File: src/rtl/rampcal_pkg.sv
package rampcal_pkg;

  typedef enum logic [2:0] {
    ST_IDLE,
    ST_RSTHOLD,
    ST_MEASURE,
    ST_EVAL,
    ST_DIVIDE,
    ST_DONE
  } calState_t;

  // Strobes from control to datapath
  typedef struct packed {
    logic measClr;    // clear period capture
    logic measRun;    // capture window open
    logic divStart;   // launch divider
    logic loadCal;    // take divider result as duty
    logic forceHalf;  // force duty to half scale
  } calStrobe_t;

endpackage

File: src/rtl/rampcal_ctrl.sv
module rampcal_ctrl
  import rampcal_pkg::*;
#(
  parameter int RESET_CYC = 50,
  parameter int TW        = 20
) (
  input  logic          clk,
  input  logic          rstN,
  input  logic          startReq,
  input  logic [TW-1:0] timeoutLimit,
  input  logic          measDone,
  input  logic          diffBad,
  input  logic          divDone,
  output calStrobe_t    strb,
  output logic          chipResetN,
  output logic          currentHold,
  output logic          calBusy,
  output logic          calDone,
  output logic          errBadDiff,
  output logic          errTimeout
);

  localparam int RW = $clog2(RESET_CYC + 1);
  localparam logic [RW-1:0] RST_LAST = RW'(RESET_CYC - 1);

  calState_t     state, stNext;
  logic [RW-1:0] rstCnt;
  logic [TW-1:0] toCnt;
  logic          timedOut;
  logic          startOk;

  assign startOk  = startReq && (state == ST_IDLE || state == ST_DONE);
  assign timedOut = (state == ST_MEASURE) && !measDone && (toCnt >= timeoutLimit);

  always_comb begin
    stNext = state;
    strb   = '0;
    case (state)
      ST_IDLE, ST_DONE: begin
        if (startReq) begin
          stNext         = ST_RSTHOLD;
          strb.measClr   = 1'b1;
          strb.forceHalf = 1'b1;
        end
      end
      ST_RSTHOLD: begin
        if (rstCnt == RST_LAST) begin
          stNext       = ST_MEASURE;
          strb.measClr = 1'b1;
        end
      end
      ST_MEASURE: begin
        strb.measRun = 1'b1;
        if (measDone) begin
          stNext = ST_EVAL;
        end else if (timedOut) begin
          stNext         = ST_DONE;
          strb.forceHalf = 1'b1;
        end
      end
      ST_EVAL: begin
        if (diffBad) begin
          stNext         = ST_DONE;
          strb.forceHalf = 1'b1;
        end else begin
          stNext        = ST_DIVIDE;
          strb.divStart = 1'b1;
        end
      end
      ST_DIVIDE: begin
        if (divDone) begin
          stNext       = ST_DONE;
          strb.loadCal = 1'b1;
        end
      end
      default: stNext = ST_IDLE;
    endcase
  end

  always_ff @(posedge clk or negedge rstN) begin
    if (!rstN) begin
      state      <= ST_IDLE;
      rstCnt     <= '0;
      toCnt      <= '0;
      calDone    <= 1'b0;
      errBadDiff <= 1'b0;
      errTimeout <= 1'b0;
    end else begin
      state <= stNext;

      if (state == ST_RSTHOLD) rstCnt <= rstCnt + 1'b1;
      else                     rstCnt <= '0;

      if (state == ST_MEASURE) begin
        if (toCnt != '1) toCnt <= toCnt + 1'b1;
      end else begin
        toCnt <= '0;
      end

      if (startOk) begin
        calDone    <= 1'b0;
        errBadDiff <= 1'b0;
        errTimeout <= 1'b0;
      end else begin
        if (stNext == ST_DONE && state != ST_DONE) calDone <= 1'b1;
        if (state == ST_EVAL && diffBad)           errBadDiff <= 1'b1;
        if (timedOut)                              errTimeout <= 1'b1;
      end
    end
  end

  assign calBusy     = (state == ST_RSTHOLD) || (state == ST_MEASURE) ||
                       (state == ST_EVAL)    || (state == ST_DIVIDE);
  assign chipResetN  = (state != ST_RSTHOLD);
  assign currentHold = calBusy;

endmodule

File: src/rtl/rampcal_dp.sv
module rampcal_dp
  import rampcal_pkg::*;
#(
  parameter int PW = 16,
  parameter int DW = 8
) (
  input  logic          clk,
  input  logic          rstN,
  input  calStrobe_t    strb,
  input  logic          tachIn,
  input  logic [PW-1:0] desiredDiff,
  output logic          measDone,
  output logic          diffBad,
  output logic          divDone,
  output logic          rampPwm,
  output logic [DW-1:0] dutyWord
);

  localparam int NW = PW + DW - 1;          // dividend / quotient width
  localparam int CW = $clog2(NW + 1);
  localparam logic [DW-1:0] HALF = {1'b1, {(DW-1){1'b0}}};

  // Tach synchroniser and rising-edge detect
  logic [2:0] tSync;
  logic       tachEdge;

  always_ff @(posedge clk or negedge rstN) begin
    if (!rstN) tSync <= '0;
    else       tSync <= {tSync[1:0], tachIn};
  end
  assign tachEdge = tSync[1] & ~tSync[2];

  // Period capture
  logic [1:0]    edgeNum;
  logic [PW-1:0] perCnt, perOne, perTwo;

  always_ff @(posedge clk or negedge rstN) begin
    if (!rstN) begin
      edgeNum  <= '0;
      perCnt   <= '0;
      perOne   <= '0;
      perTwo   <= '0;
      measDone <= 1'b0;
    end else if (strb.measClr) begin
      edgeNum  <= '0;
      perCnt   <= '0;
      perOne   <= '0;
      perTwo   <= '0;
      measDone <= 1'b0;
    end else begin
      measDone <= 1'b0;
      if (strb.measRun) begin
        if (tachEdge) begin
          case (edgeNum)
            2'd0: begin
              perCnt  <= PW'(1);
              edgeNum <= 2'd1;
            end
            2'd1: begin
              perOne  <= perCnt;
              perCnt  <= PW'(1);
              edgeNum <= 2'd2;
            end
            2'd2: begin
              perTwo   <= perCnt;
              measDone <= 1'b1;
              edgeNum  <= 2'd3;
            end
            default: ;
          endcase
        end else if (edgeNum != 2'd0 && perCnt != '1) begin
          perCnt <= perCnt + 1'b1;
        end
      end
    end
  end

  logic [PW:0] diffS;
  assign diffS   = {1'b0, perOne} - {1'b0, perTwo};
  assign diffBad = diffS[PW] | (diffS == '0);

  // Restoring divider: (desiredDiff << (DW-1)) / diff
  logic [NW-1:0] divNum, divQuo;
  logic [PW-1:0] divRem, divDen;
  logic [CW-1:0] divCnt;
  logic          divBusy;
  logic [PW:0]   trial, trialSub;
  logic          trialGe;

  assign trial    = {divRem, divNum[NW-1]};
  assign trialSub = trial - {1'b0, divDen};
  assign trialGe  = (trial >= {1'b0, divDen});

  always_ff @(posedge clk or negedge rstN) begin
    if (!rstN) begin
      divNum  <= '0;
      divQuo  <= '0;
      divRem  <= '0;
      divDen  <= '0;
      divCnt  <= '0;
      divBusy <= 1'b0;
      divDone <= 1'b0;
    end else begin
      divDone <= 1'b0;
      if (strb.divStart) begin
        divNum  <= {desiredDiff, {(DW-1){1'b0}}};
        divQuo  <= '0;
        divRem  <= '0;
        divDen  <= diffS[PW-1:0];
        divCnt  <= CW'(NW);
        divBusy <= 1'b1;
      end else if (divBusy) begin
        divNum <= {divNum[NW-2:0], 1'b0};
        divQuo <= {divQuo[NW-2:0], trialGe};
        divRem <= trialGe ? trialSub[PW-1:0] : trial[PW-1:0];
        divCnt <= divCnt - 1'b1;
        if (divCnt == CW'(1)) begin
          divBusy <= 1'b0;
          divDone <= 1'b1;
        end
      end
    end
  end

  // Saturate quotient to duty range
  logic [DW-1:0] quoSat;
  assign quoSat = (|divQuo[NW-1:DW]) ? '1 : divQuo[DW-1:0];

  logic [DW-1:0] dutyReg, pwmCnt;

  always_ff @(posedge clk or negedge rstN) begin
    if (!rstN) begin
      dutyReg <= HALF;
      pwmCnt  <= '0;
      rampPwm <= 1'b0;
    end else begin
      if (strb.forceHalf)    dutyReg <= HALF;
      else if (strb.loadCal) dutyReg <= quoSat;
      pwmCnt  <= pwmCnt + 1'b1;
      rampPwm <= (pwmCnt < dutyReg);
    end
  end

  assign dutyWord = dutyReg;

endmodule

File: src/rtl/rampcal_top.sv
module rampcal_top
  import rampcal_pkg::*;
#(
  parameter int CLK_HZ = 10_000_000,
  parameter int PW     = 16,
  parameter int DW     = 8,
  parameter int TW     = 20
) (
  input  logic          clk,
  input  logic          rstN,
  input  logic          startReq,
  input  logic          tachIn,
  input  logic [PW-1:0] desiredDiff,
  input  logic [TW-1:0] timeoutLimit,
  output logic          chipResetN,
  output logic          currentHold,
  output logic          rampPwm,
  output logic [DW-1:0] dutyWord,
  output logic          calBusy,
  output logic          calDone,
  output logic          errBadDiff,
  output logic          errTimeout
);

  localparam int RAW_CYC   = (CLK_HZ + 199_999) / 200_000;   // 5 us
  localparam int RESET_CYC = (RAW_CYC < 1) ? 1 : RAW_CYC;

  calStrobe_t strb;
  logic       measDone, diffBad, divDone;

  rampcal_ctrl #(.RESET_CYC(RESET_CYC), .TW(TW)) u_ctrl (
    .clk, .rstN, .startReq, .timeoutLimit,
    .measDone, .diffBad, .divDone, .strb,
    .chipResetN, .currentHold, .calBusy, .calDone,
    .errBadDiff, .errTimeout
  );

  rampcal_dp #(.PW(PW), .DW(DW)) u_dp (
    .clk, .rstN, .strb, .tachIn, .desiredDiff,
    .measDone, .diffBad, .divDone, .rampPwm, .dutyWord
  );

endmodule

File: config.mk
export PLATFORM = sky130hd
export DESIGN_NAME = rampcal_top
export DESIGN_NICKNAME = d
export VERILOG_FILES = /design/src/rtl/rampcal_pkg.sv /design/src/rtl/rampcal_ctrl.sv /design/src/rtl/rampcal_dp.sv /design/src/rtl/rampcal_top.sv
export SDC_FILE = /design/constraint.sdc
export NUM_CORES = 1
export LEC_CHECK = 0
export BUFFER_PORTS_ARGS = -buffer_cell sky130_fd_sc_hd__buf_2
export CAP_MARGIN = 30
export CORE_MARGIN = 10
export CORE_UTILIZATION = 65
export DETAILED_ROUTE_END_ITERATION = 8
export PLACE_DENSITY_LB_ADDON = 0.25
export REMOVE_ABC_BUFFERS = 1
export SLEW_MARGIN = 30
export SYNTH_ARGS = -nofsm -noshare
export SYNTH_HDL_FRONTEND = slang
export SYNTH_SLANG_ARGS = --single-unit
export TNS_END_PERCENT = 30
File: constraint.sdc
create_clock -name clk -period 6.2 [get_ports clk]
set_input_delay 0.93 -clock clk [delete_from_list [all_inputs] [get_ports clk]]
set_output_delay 0.93 -clock clk [all_outputs]
set_load 0.03 [all_outputs]
==> impl_metrics.toml <==
[detailed_routing]
vias = 7748
wire_per_inst_um = 15.8
drtPass1Iterations = 6
drc = 0
avgViaCountPerCell = 5.78
drtAntennaViolNets = 0
drt-initial-drc-count = 505
routed_wl_um = 21200

[clock_tree]
cts.path.max_buffers = 2
cts_tree = "built"
clk_pin_slew_worst_paths_ns = 0.07
post_cts_buffers = 0
cts.sinks = 181
worst_skew_pair.late_latency_ns = 0.44
cts_resized = 0
cts_hold_buffers = 0
htreeDepth = 4
cts_made_buffers = 17
cts-root-buf = "clkbuf_16"

[critical_path]
required_ns = 6.51
rr_worst_depth = 12
worstPathArrival_ns = 4.23
path_class = "reg2reg"
cp_max_fo = 44
crit_path_end_kind = "flop"
startpoint_type = "flop"

[yosys]
ys.flop_type = "dfrtp_1"
synth.ff_latch_count = 181
synth_top_family_by_area = "simple AND/OR/NAND/NOR gates"
synth-xor-area-share_pct = 5.05
async_reset_ff_share_pct = 100
yosysMostFrequentCell = "dfrtp_1"
synth.area.mux_share_pct = 9.42
yosysTopAreaCell = "dfrtp_1"
netlist_top_cells_count = "dfrtp_1, nor2_1, nand2_1"
synth_area_sq_mm = 0.0104
yosysUniqueCellTypes = 67
synthSimpleGateAreaFrac_pct = 16.6
seq_area_frac_synth_pct = 43.5
synth_area_leaders = "dfrtp_1, ha_1, nor2_1"
yosysTopAreaCellShare_pct = 43.3
synth_compound_area_share_pct = 11.8
synthAdderAreaFrac_pct = 8.80
synth_area_per_cell_sq_um = 9.73
synth_warnings = 0
synth_enable_flop_cells = 0
netlist_instances = 1070

[finish]
fin_nets = 1223
layout-drive-gt1-share_pct = 13.0
syn2layout_area_growth_pct = 9.66
n_antenna_cell = 0

[global_route]
grt_pass1_wl_um = 37000
grt_max_degree = 85
grt_use_total_pct = 20.3
grt_pass1_vias = 7712
grt_overflow_total = 0
antenna_found_initial = 0

[placement]
port_buffers = 54
dp.final_hpwl_um = 14600
gp_congestion = 0.882

[power_and_ir_drop]
finalPower_w = 0.00315
intPower_w = 0.00213
pwr-share-comb_pct = 25.5
power_frac_seq_pct = 41.1
pwr_density_cell_mw_per_mm2 = 276
switching_share_pct = 32.2
power.leakage_nw = 5.57
switchingPower_w = 0.00101
peakVddDrop_uv = 214
power.share.clock_pct = 33.4

[sta]
fin_skew_ns = 0.0134
finalHoldViolCount = 0
finalCritPeriodShare_pct = 63.2
maxSlewViolCount = 0
tightest_slew_ns = 0.864
period_needed_ns = 3.92
tns_ns = 0
rsz0062_at_grt = "false"
max_freq_mhz = 255
setup_viol = 0
max-slew-margin-rel_pct = 42.3

[floorplanning]
pin_count = 55
die_width_um = 147
coreArea_sq_mm = 0.0158
die_h_um = 147
initial_core_util_pct = 66.0
row_count = 46
die_area_sq_mm = 0.0215

[job]
max_cap_violations = 0

[hold_path]
hold_class = "reg2reg"
holdPathStages = 0

[outcome]
status = "finished clean"
==> state kept, by name, indices dropped and copies added, names as in the netlist, 2 cells and up <==
register,flops
u_dp.perTwo,16
u_ctrl.rstCnt,6
u_dp.divQuo,23
u_dp.edgeNum,2
u_dp.divDen,16
u_dp.tSync,3
u_dp.divCnt,5
u_dp.divNum,16
u_dp.divRem,16
u_ctrl.state,3
u_dp.perCnt,16
u_dp.dutyWord,8
u_ctrl.toCnt,20
u_dp.pwmCnt,8
u_dp.perOne,16
==> layer usage <==
metal / track usage, % / wire [um] / vias up
met4: 5.66 / 268 / 0
met2: 33.3 / 10300 / 127
li1: - / - / 3822
met5: 0 / 0 / -
met3: 3.49 / 623 / 23
met1: 27.0 / 9970 / 3776
==> through the flow <==
step	cell area, sq um	worst slack (ns)	hold slack [ns]	std cells	utilization, %
floorplan	10200	1.53	0.331	1032	-
global placement	10800	2.31	0.345	1307	68.6
detailed placement	10800	2.33	0.336	1308	68.7
CTS	11400	2.29	0.363	1340	72.4
global route	11400	1.92	0.370	1340	72.4
finish	11400	2.28	0.363	1340	72.4
==> logic make-up (layout without fill, tap and decap cells) <==
family / after synthesis / after routing
compound gates: 182 / 182
xor+xnor: 60 / 60
fa+ha+maj: 72 / 72
buf+inv: 121 / 175
flops: 181 / 181
mux: 84 / 84
simple gates: 370 / 370
==> layout by cell type, fill, tap and decap left out, drive strengths merged, types with 18 or more instances in the layout <==
| master | n |
|---|---|
| ha | 70 |
| nand3 | 44 |
| a211oi | 23 |
| xnor2 | 23 |
| xor2 | 37 |
| nor3 | 21 |
| dfrtp | 180 |
| mux2 | 40 |
| buf | 60 |
| clkbuf | 18 |
| a21oi | 34 |
| o31ai | 24 |
| mux2i | 44 |
| nor2 | 121 |
| inv | 91 |
| o21ai | 38 |
| nand2 | 91 |
| nand4 | 21 |
==> final cells by class <==
class,instances,area (sq um)
fillers,1169,4350
clock inverters,14,138
inverters,83,312
multi-input cells,768,5390
clock buffers,18,439
repair buffers,60,338
flip-flops and latches,181,4530
well taps,216,270
==> critical path: stages (launching register included) <==
cell	delay (ns)
dfrtp_1	0.40
ha_1	0.22
fa_1	0.40
nand2b_1	0.18
a211oi_1	0.41
o221a_2	0.30
o21bai_1	0.09
a211oi_1	0.24
o21ai_1	0.11
a21oi_1	0.29
o21a_4	0.50
buf_12	0.31
mux2_4	0.32
==> final timing paths <==
path                                       startpoint                           to  slack (ns)
setup / recovery           u_dp.perTwo[0]$_DFFE_PN0P_  u_dp.divNum[22]$_DFFE_PN0P_        2.28
hold / removal                u_dp.tSync[0]$_DFF_PN0_      u_dp.tSync[1]$_DFF_PN0_        0.36
setup reg to reg           u_dp.perTwo[0]$_DFFE_PN0P_  u_dp.divNum[22]$_DFFE_PN0P_        2.28
hold reg to reg               u_dp.tSync[0]$_DFF_PN0_      u_dp.tSync[1]$_DFF_PN0_        0.36
max in group asynchronous                        rstN  u_dp.perOne[11]$_DFFE_PN0P_        4.74
min in group asynchronous                        rstN   u_dp.divRem[4]$_DFFE_PN0P_        0.38
==> power by group through the flow <==
stage	Clock [W]	Combinational, W	Sequential [W]
finish	0.00105	0.000802	0.00129
CTS	0.00107	0.000803	0.00129
global placement	0	0.000777	0.00131
detailed placement	0	0.000795	0.00131
global route	0.00112	0.000909	0.00130
floorplan	0	0.000617	0.00131
Note: power is estimated with default switching activity, not from simulation.
